### config.mk
export PLATFORM = sky130hd
export DESIGN_NAME = xbus_ctrl
export DESIGN_NICKNAME = d
export VERILOG_FILES = /design/src/rtl/xbus_pkg.sv /design/src/rtl/xbus_decode.sv /design/src/rtl/xbus_hi_mask.sv /design/src/rtl/xbus_keeper.sv /design/src/rtl/xbus_ctrl.sv
export SDC_FILE = /design/constraint.sdc
export NUM_CORES = 1
export LEC_CHECK = 0
export CELL_PAD_IN_SITES_DETAIL_PLACEMENT = 0
export CELL_PAD_IN_SITES_GLOBAL_PLACEMENT = 2
export CORE_AREA = 4 4 100 102
export CTS_CLUSTER_DIAMETER = 40
export DETAILED_ROUTE_END_ITERATION = 8
export DIE_AREA = 0 0 104 106
export PLACE_DENSITY = 0.87
export RECOVER_POWER = 50
export SKIP_LAST_GASP = 1
export SYNTH_ARGS = -nofsm -noshare
export SYNTH_HDL_FRONTEND = slang
export SYNTH_SLANG_ARGS = --single-unit
### constraint.sdc
create_clock -name clk -period 2.2 [get_ports clk]
set_input_delay 0.44 -clock clk [delete_from_list [all_inputs] [get_ports clk]]
set_output_delay 0.44 -clock clk [all_outputs]
set_load 0.05 [all_outputs]
### src/rtl/xbus_pkg.sv
package xbus_pkg;

    typedef enum logic [2:0] {
        XB_IDLE  = 3'd0,
        XB_ADDR  = 3'd1,
        XB_LATCH = 3'd2,
        XB_STRB  = 3'd3,
        XB_HOLD  = 3'd4
    } xb_state_e;

    // Extra strobe cycles for each wait setting.
    function automatic logic [1:0] xb_extra_cycles(input logic [1:0] sel);
        case (sel)
            2'd0:    return 2'd0;
            2'd1:    return 2'd1;
            default: return 2'd2;
        endcase
    endfunction

    // Only the slowest setting adds an address-hold cycle.
    function automatic logic xb_needs_hold(input logic [1:0] sel);
        return sel == 2'd3;
    endfunction

endpackage

### src/rtl/xbus_decode.sv
module xbus_decode #(
    parameter int ADDR_W  = 16,
    parameter int SPLIT_W = 3,
    parameter logic [ADDR_W-1:0] INT_TOP = 16'h10FF
) (
    input  logic [ADDR_W-1:0]  addr,
    input  logic               ext_en,
    input  logic [SPLIT_W-1:0] split,
    input  logic [1:0]         wait_lo,
    input  logic [1:0]         wait_hi,
    output logic               hit,
    output logic [1:0]         wait_sel
);
    logic [SPLIT_W-1:0] top_bits;
    logic               upper;

    always_comb begin
        top_bits = addr[ADDR_W-1 -: SPLIT_W];
        hit      = ext_en && (addr > INT_TOP);
        upper    = (split != '0) && (top_bits >= split);
        wait_sel = upper ? wait_hi : wait_lo;
    end
endmodule

### src/rtl/xbus_hi_mask.sv
module xbus_hi_mask #(
    parameter int HI_W = 8,
    localparam int HB_W = $clog2(HI_W + 1)
) (
    input  logic [HB_W-1:0] count,
    output logic [HI_W-1:0] mask
);
    for (genvar i = 0; i < HI_W; i++) begin : g_pin
        assign mask[i] = (count > HB_W'(i));
    end
endmodule

### src/rtl/xbus_keeper.sv
module xbus_keeper #(
    parameter int DW = 8
) (
    input  logic          clk,
    input  logic          rst_n,
    input  logic          drv_en,
    input  logic [DW-1:0] drv_val,
    input  logic          keep_en,
    output logic [DW-1:0] pad_out,
    output logic          keep_act
);
    logic [DW-1:0] last_d, last_q;

    always_comb begin
        last_d   = drv_en ? drv_val : last_q;
        keep_act = keep_en && !drv_en;
        if (drv_en)       pad_out = drv_val;
        else if (keep_en) pad_out = last_q;
        else              pad_out = '0;
    end

    always_ff @(posedge clk or negedge rst_n) begin
        if (!rst_n) last_q <= '0;
        else        last_q <= last_d;
    end
endmodule

### src/rtl/xbus_ctrl.sv
module xbus_ctrl
    import xbus_pkg::*;
#(
    parameter int ADDR_W  = 16,
    parameter int SPLIT_W = 3,
    parameter logic [ADDR_W-1:0] INT_TOP = 16'h10FF,
    localparam int DW   = 8,
    localparam int HI_W = ADDR_W - DW,
    localparam int HB_W = $clog2(HI_W + 1)
) (
    input  logic               clk,
    input  logic               rst_n,
    input  logic               cfg_en,
    input  logic               cfg_keep,
    input  logic [SPLIT_W-1:0] cfg_split,
    input  logic [1:0]         cfg_wait_lo,
    input  logic [1:0]         cfg_wait_hi,
    input  logic [HB_W-1:0]    cfg_hi_bits,
    input  logic               cpu_req,
    input  logic               cpu_we,
    input  logic [ADDR_W-1:0]  cpu_addr,
    input  logic [DW-1:0]      cpu_wdata,
    output logic               cpu_busy,
    output logic [DW-1:0]      cpu_rdata,
    output logic [HI_W-1:0]    ext_ahi,
    output logic [HI_W-1:0]    ext_ahi_oe,
    output logic [DW-1:0]      ext_ad_out,
    output logic               ext_ad_oe,
    input  logic [DW-1:0]      ext_ad_in,
    output logic               ext_ale,
    output logic               ext_rd_n,
    output logic               ext_wr_n,
    output logic               ext_keep_act
);
    typedef struct packed {
        xb_state_e         st;
        logic [ADDR_W-1:0] addr;
        logic              we;
        logic [DW-1:0]     wdata;
        logic [1:0]        cnt;
        logic              hold;
        logic [DW-1:0]     rdata;
    } regs_t;

    regs_t d, q;

    logic            hit;
    logic [1:0]      wait_sel;
    logic [HI_W-1:0] hi_mask;
    logic            strobe;
    logic            drv_en;
    logic [DW-1:0]   drv_val;

    xbus_decode #(
        .ADDR_W (ADDR_W),
        .SPLIT_W(SPLIT_W),
        .INT_TOP(INT_TOP)
    ) u_decode (
        .addr    (cpu_addr),
        .ext_en  (cfg_en),
        .split   (cfg_split),
        .wait_lo (cfg_wait_lo),
        .wait_hi (cfg_wait_hi),
        .hit     (hit),
        .wait_sel(wait_sel)
    );

    xbus_hi_mask #(.HI_W(HI_W)) u_mask (
        .count(cfg_hi_bits),
        .mask (hi_mask)
    );

    always_comb begin
        d = q;
        case (q.st)
            XB_IDLE: begin
                if (cpu_req && hit) begin
                    d.st    = XB_ADDR;
                    d.addr  = cpu_addr;
                    d.we    = cpu_we;
                    d.wdata = cpu_wdata;
                    d.cnt   = xb_extra_cycles(wait_sel);
                    d.hold  = xb_needs_hold(wait_sel);
                end
            end
            XB_ADDR:  d.st = XB_LATCH;
            XB_LATCH: d.st = XB_STRB;
            XB_STRB: begin
                if (q.cnt == 2'd0) begin
                    if (!q.we) d.rdata = ext_ad_in;
                    d.st = q.hold ? XB_HOLD : XB_IDLE;
                end else begin
                    d.cnt = q.cnt - 2'd1;
                end
            end
            XB_HOLD:  d.st = XB_IDLE;
            default:  d.st = XB_IDLE;
        endcase
    end

    always_ff @(posedge clk or negedge rst_n) begin
        if (!rst_n) begin
            q <= '{st: XB_IDLE, addr: '0, we: 1'b0, wdata: '0,
                   cnt: 2'd0, hold: 1'b0, rdata: '0};
        end else begin
            q <= d;
        end
    end

    always_comb begin
        strobe     = (q.st == XB_STRB);
        cpu_busy   = (q.st != XB_IDLE);
        cpu_rdata  = q.rdata;
        ext_ale    = (q.st == XB_ADDR);
        ext_rd_n   = !(strobe && !q.we);
        ext_wr_n   = !(strobe && q.we);
        drv_en     = (q.st == XB_ADDR) || (q.st == XB_LATCH) || (strobe && q.we);
        drv_val    = strobe ? q.wdata : q.addr[DW-1:0];
        ext_ahi_oe = cpu_busy ? hi_mask : '0;
        ext_ahi    = q.addr[ADDR_W-1:DW] & ext_ahi_oe;
        ext_ad_oe  = drv_en;
    end

    xbus_keeper #(.DW(DW)) u_keep (
        .clk     (clk),
        .rst_n   (rst_n),
        .drv_en  (drv_en),
        .drv_val (drv_val),
        .keep_en (cfg_keep),
        .pad_out (ext_ad_out),
        .keep_act(ext_keep_act)
    );
endmodule

==> results of run 1 <==
-- layout make-up --
| type | count | area [sq um] | area share, % |
|---|---|---|---|
| timing repair buffer | 117 | 1340 | 33.6 |
| sequential | 47 | 1180 | 29.6 |
| multi-input combinational | 144 | 1160 | 29.2 |
| tap | 111 | 139 | 3.49 |
| clock buffer | 6 | 82.6 | 2.07 |
| inverter | 11 | 45.0 | 1.13 |
| clock inverter | 2 | 35.0 | 0.879 |
-- repair_timing --
item | 4_1_cts | 5_1_grt
resized for setup | 12 | 24
endpoints found under the setup margin | 11 | 19
pin swaps | 1 | 5
setup buffers | 6 | 2
gates cloned | 1 | 0
hold endpoints to repair | 0 | 0
-- power breakdown --
part           internal (mW)  switching, mW  total, mW
clock network          0.368          0.289      0.657
registers               1.29          0.264       1.55
logic                   2.33           2.54       4.88
-- critical path, delay by kind of cell --
family,cells,cell delay (ps)
AO/OA/AOI/OAI,1,180
buffers and inverters,3,730
AND/OR/NAND/NOR,3,390
-- worst max path at each step --
stage | start | to | slack, ps | cells past startpoint
2_1_floorplan | q[38] | ext_ahi[4] | -150 | 4
3_3_place_gp | cfg_split[2] | q[10] | -160 | 8
3_5_place_dp | cfg_split[2] | q[10] | -250 | 8
4_1_cts | q[36] | ext_ad_out[5] | -8 | 6
5_1_grt | q[37] | ext_ahi[0] | -60 | 5
6_report | cfg_hi_bits[3] | ext_ahi[0] | 20 | 7
-- kinds of logic (layout without fill, tap and decap cells) --
kind of cell	count (synthesis)	count (layout)	synth area share, %
muxes	36	36	17.8
DFF	47	47	48.9
AOI/OAI and AO/OA	41	41	11.5
buffers and inverters	27	136	6.51
adders and majority gates	4	4	2.08
and+or+nand+nor	63	63	13.2
-- layer usage --
layer  track usage [%]  vias to the layer above  share of wire [%]
li1                  -                      961                  -
met1              14.1                      994                 44
met5                 0                        -                  0
met3              3.52                        5                6.1
met4              1.99                        0               0.57
met2              19.2                       65                 50
-- registers in the layout, indices dropped and copies added (netlist names) --
| signal | flops |
|---|---|
| u_keep.last_q | 8 |
| q | 31 |
| cpu_rdata | 8 |
-- stage by stage --
stage          util [%]  hold slack [ps]  cell area, sq um
3_5_place_dp       40.3              446              3670
2_1_floorplan         -              144              2420
5_1_grt            43.8              510              3990
4_1_cts            42.9              112              3900
6_report           43.8              442              3990
3_3_place_gp       40.3              444              3670
-- cell usage after synthesis, drive strengths merged --
| cell type | count |
|---|---|
| buf | 14 |
| mux2 | 35 |
| o221ai | 1 |
| or2 | 1 |
| nor2b | 3 |
| clkbuf | 2 |
| nand3b | 1 |
| nand3 | 1 |
| o31ai | 1 |
| and4 | 1 |
| nor3b | 1 |
| a31o | 8 |
| inv | 11 |
| a21o | 9 |
| and3 | 4 |
| dfrtp | 47 |
| o41ai | 1 |
| nor2 | 13 |
| nand2 | 25 |
| and2 | 8 |
| o21ai | 6 |
| a21oi | 14 |
| nor3 | 5 |
| a221o | 1 |
| mux2i | 1 |
| ha | 4 |
==> results.yml, run 1 <==
finish:
  area_delta_synth_final_pct: 65.8
  final-instance-count-excl-fill: 438
  drive_gt1_share_pct: 43.7
  n_fill_cell: 847
  final_cell_mix: "clkdlybuf4s50_1 (54), dfrtp_1 (44), buf_4 (30)"
  antennaDiodeCount: 0
  nets: 379
  final_common_cell: "clkdlybuf4s50_1"
global_route:
  grt-ovfl-total: 0
  grt_max_degree: 48
  grt_util_all_layers_pct: 11.2
  grt_pass1_wl_um: 10200
  antenna_found_initial: 0
  grt_pass1_vias: 2107
logic_synthesis:
  yosysSeqAreaShare_pct: 48.9
  synth.ff_latch_count: 47
  synthTopCellsByArea: "dfrtp_1 (49%), mux2_2 (14%), nand2_1 (3.9%)"
  yosysUniqueCellTypes: 35
  yosysTopAreaCell: "dfrtp_1"
  synth_top_area_share_pct: 48.9
  ys_warn_count: 0
  syn_nets: 271
  syn_area_sq_um: 2400
  syn_inst: 218
  syn-mean-instance-area_sq_um: 11.0
die:
  fp-row-count: 35
  die_area_sq_um: 11000
  die_w_um: 104
  start_util_pct: 26.4
  die_h_um: 106
  ios: 87
  coreArea_sq_um: 9110
pwr:
  p_leak_nw: 1.79
  vdd_drop_max_mv: 1.49
  powerDensity_nw_per_um2: 1780
  total_power_mw: 7.09
flow_run:
  cap_violations: 0
setup_path:
  critical_path_required_ps: 1760
  cp_slowest_cell: "clkdlybuf4s50_1"
  cp_max_fo: 2
  cp-start-kind: "primary input"
  crit_arrival_ps: 1740
  slowest_delay_ps: 440
  r2r_slack_ps: 250
  end_kind: "primary output"
  reg2reg_depth: 4
  path_class: "in -> out"
  rr_startpoint: "q[37]"
  cp_cell_sequence: "clkdlybuf4s50_1 -> nor3_2 -> buf_4 -> nor2_4 -> a21o_4 -> and2_4 -> buf_8"
  r2r_end: "q[22]"
timing:
  worst_slack_ps: 18.0
  period_share_pct: 99.2
  rsz0062_at_grt: "yes"
  fin_tns_setup_ps: 0
  hold_viol_final: 0
  finalMaxSlewViolations: 0
  slew-limit-headroom_pct: 23.2
  clock-skew-final_ps: 7.55
  worst_pin_slew_ps: 1150
  fmax_mhz: 458
  finalSetupViolCount: 0
  period_needed_ps: 2180
place:
  placedCellCount: 421
  io_buffers: 86
  preCtsSetupSlack_ps: -250
  place_congestion: 0.784
  hpwl_um: 4480
routing:
  first_iter_violations: 39
  dr.pass1.iters: 4
  wirelength_um: 6340
  viasPerCell: 4.62
  route.detailed.drc: 0
  routedWlPerCell_um: 14.5
  ant_nets: 0
  vias: 2025
clock_tree:
  cts.htree.levels: 2
  tritoncts: "built"
  clk_pin_slew_worst_paths_ps: 90
  clk_path_buf_depth: 2
  root_buffer: "clkbuf_8"
  cts_hold_buf: 0
  clock-sinks: 47
  cts_buffers: 5
  clkLatencyLatePin_ps: 290
worst_hold_path:
  hp-class: "in -> async"
run_status:
  outcome: "finished clean"
Note: power is estimated with default switching activity, not from simulation.
==> inputs of run 2 (changes only) <==
--- a/config.mk
+++ b/config.mk
@@ -8,7 +8,7 @@
 export CELL_PAD_IN_SITES_DETAIL_PLACEMENT = 0
 export CELL_PAD_IN_SITES_GLOBAL_PLACEMENT = 2
 export CORE_AREA = 4 4 100 102
-export CTS_CLUSTER_DIAMETER = 40
+export CTS_CLUSTER_DIAMETER = 30
 export DETAILED_ROUTE_END_ITERATION = 8
 export DIE_AREA = 0 0 104 106
 export PLACE_DENSITY = 0.87
==> results of run 2 <==
Final layout, timing and power as in run 1 (identical DEF).
==> inputs of run 3 (changes only) <==
--- a/config.mk
+++ b/config.mk
@@ -5,12 +5,14 @@
 export SDC_FILE = /design/constraint.sdc
 export NUM_CORES = 1
 export LEC_CHECK = 0
+export ABC_AREA = 1
+export CAP_MARGIN = 15
 export CELL_PAD_IN_SITES_DETAIL_PLACEMENT = 0
 export CELL_PAD_IN_SITES_GLOBAL_PLACEMENT = 2
-export CORE_AREA = 4 4 100 102
+export CORE_AREA = 4 4 105 107
 export CTS_CLUSTER_DIAMETER = 30
 export DETAILED_ROUTE_END_ITERATION = 8
-export DIE_AREA = 0 0 104 106
+export DIE_AREA = 0 0 109 111
 export PLACE_DENSITY = 0.87
 export RECOVER_POWER = 50
 export SKIP_LAST_GASP = 1
==> run 3 against run 2 <==
- first-iteration DRC count increased by 92%
- core utilization decreased by 5.4 points
- count of clock-buffer cells in the layout decreased by 1
- sequential share of layout area increased by 0.69 points
- sequential cell count unchanged
- clock skew increased by 2.3 ps
- combinational power decreased by 5.9%
- setup slack improved by 46 ps
- wire length decreased by 1.8%
- critical path depth decreased by 1
- maximum frequency increased by 2.2%
- highest routed layer unchanged
==> results.yml, run 3 <==
run_status:
  outcome: "finished clean"
setup_path:
  cp_max_fo: 3
  crit_arrival_ps: 1700
  reg2reg_depth: 8
  r2r_end: "q[8]"
  end_kind: "primary output"
  r2r_slack_ps: 480
  path_class: "in -> out"
  rr_startpoint: "q[37]"
  critical_path_required_ps: 1760
  cp-start-kind: "primary input"
pwr:
  p_seq_share_pct: 22.0
  p_sw_mw: 3.17
  pwr-share-clk_pct: 8.0
  powerDensity_nw_per_um2: 1690
  intPower_mw: 3.39
  p_leak_nw: 1.83
  combPwrFrac_pct: 70.0
  netSwitchingFraction_pct: 48.3
  vdd_drop_max_mv: 0.647
global_route:
  grt_util_all_layers_pct: 10.3
  grt-ovfl-total: 0
  grt_pass1_wl_um: 10100
  grt_pass1_vias: 2060
  antenna_found_initial: 0
  grt_max_degree: 43
clock_tree:
  cts_buffers: 5
  clk_path_buf_depth: 2
  cts_hold_buf: 0
  tritoncts: "built"
  cts.htree.levels: 2
  root_buffer: "clkbuf_8"
  clkLatencyLatePin_ps: 300
  clk_pin_slew_worst_paths_ps: 90
  clock-sinks: 47
routing:
  route.detailed.drc: 0
  ant_nets: 0
  dr.pass1.iters: 4
  first_iter_violations: 75
  wirelength_um: 6220
  routedWlPerCell_um: 11.7
  vias: 2148
  viasPerCell: 4.05
logic_synthesis:
  yosysUniqueCellTypes: 26
  synthTopCellsByArea: "dfrtp_1 (48%), nand2_1 (14%), inv_1 (6.4%)"
  synth_top_family_by_area: "simple AND/OR/NAND/NOR gates"
  synth_edf_count: 0
  synth-async-reset-ratio_pct: 100
  syn-mean-instance-area_sq_um: 8.27
  synth-xor-area-share_pct: 0
  yosysTopAreaCell: "dfrtp_1"
  post-synth-top-count-cell: "nand2_1"
  synthAdderAreaFrac_pct: 2.02
  synth.ff_latch_count: 47
  synth_compound_area_share_pct: 11.8
  synthFlopType: "dfrtp_1"
  ys_top_cells_by_count: "nand2_1 (92), dfrtp_1 (47), inv_1 (42)"
  ys_warn_count: 0
  syn_nets: 352
  synth_top_area_share_pct: 47.6
  synth-simple-area-share_pct: 22.7
  synthMuxAreaShare_pct: 3.64
  syn_inst: 299
  syn_area_sq_um: 2470
  yosysSeqAreaShare_pct: 47.6
finish:
  final_cell_mix: "nand2_1 (89), clkdlybuf4s50_1 (55), dfrtp_1 (46)"
  area_delta_synth_final_pct: 57.2
  final-instance-count-excl-fill: 530
  largest_reg_flops: 31
  final_common_cell: "nand2_1"
  drive_gt1_share_pct: 28.4
  antennaDiodeCount: 0
  top_register: "q"
  nets: 446
timing:
  finalMaxSlewViolations: 0
  clock-skew-final_ps: 9.87
  fmax_mhz: 468
  finalSetupViolCount: 0
  rsz0062_at_grt: "yes"
  period_share_pct: 97.1
  period_needed_ps: 2140
  slew-limit-headroom_pct: 34.0
  hold_viol_final: 0
  worst_pin_slew_ps: 989
  worst_slack_ps: 64.0
die:
  ios: 87
  die_w_um: 109
  die_area_sq_um: 12100
  fp-row-count: 37
  coreArea_sq_um: 10100
  start_util_pct: 24.4
  die_h_um: 111
flow_run:
  cap_violations: 0
place:
  place_congestion: 0.770
  io_buffers: 86
  hpwl_um: 4880
  placedCellCount: 514
  preCtsSetupSlack_ps: -49.6
worst_hold_path:
  hp-class: "in -> async"
==> run 3: final cells by class <==
class	instances	area, sq um
fill	1035	6250
timing repair buffer	104	1180
multi-input combinational	190	1100
clock buffer	5	68.8
tap	136	170
inverter	45	175
sequential	47	1180
clock inverter	3	20.0
==> run 3: power by group through the flow <==
| stage | Combinational (mW) | Clock [mW] | Sequential [mW] |
|---|---|---|---|
| 5_1_grt | 4.88 | 0.579 | 1.49 |
| 6_report | 4.59 | 0.522 | 1.44 |
| 2_1_floorplan | 2.81 | 0 | 1.43 |
| 3_3_place_gp | 4.30 | 0 | 1.45 |
| 4_1_cts | 4.40 | 0.540 | 1.45 |
| 3_5_place_dp | 4.35 | 0 | 1.47 |
==> run 3: how the worst max path moves through the flow <==
stage	from	end	slack, ps	cells after the start
global placement	cfg_hi_bits[3]	ext_ahi[2]	50	7
global route	q[38]	ext_ad_out[0]	-40	9
detailed placement	cfg_hi_bits[3]	ext_ahi_oe[1]	-50	7
finish	cfg_hi_bits[1]	ext_ahi[4]	60	6
floorplan	q[36]	ext_ahi[2]	-130	4
CTS	q[38]	ext_ad_out[3]	0.9	7
==> run 3: worst max-delay path, cell delays in order <==
cell and delay [ps]:
clkdlybuf4s50_1 550, nor2_1 70, inv_1 80, a21oi_1 90
nor3_1 290, buf_12 190
==> run 3: kinds of logic after synthesis <==
group	count (synthesis)
AND/OR/NAND/NOR	132
AO/OA/AOI/OAI	46
multiplexers	8
adder cells (fa/ha/maj)	4
flip-flops	47
buffers and inverters	62
==> run 3: layer usage <==
| layer | part of all wire (%) | up-vias | GRT usage [%] |
|---|---|---|---|
| met5 | 0 | - | 0 |
| met4 | 1.2 | 0 | 3.28 |
| met3 | 4.7 | 6 | 1.40 |
| met2 | 49 | 45 | 16.6 |
| met1 | 45 | 980 | 14.0 |
| li1 | - | 1117 | - |
==> run 3: timing repair <==
item | in CTS | in global routing
resized for setup | 4 | 23
pin swaps | 0 | 2
gates cloned | 0 | 0
endpoints found under the setup margin | 11 | 13
buffers inserted | 0 | 8
==> run 3: through the flow <==
stage | hold slack (ps) | setup TNS [ps] | total power, mW | utilization, % | area (sq um)
after CTS | 85.4 | 0 | 6.39 | 37.5 | 3800
after detailed placement | 414 | -189 | 5.82 | 36.5 | 3700
after global placement | 410 | 0 | 5.75 | 36.5 | 3700
after floorplan | 144 | -241 | 4.24 | - | 2550
final | 278 | 0 | 6.55 | 38.3 | 3890
after global routing | 365 | -239 | 6.95 | 38.3 | 3890
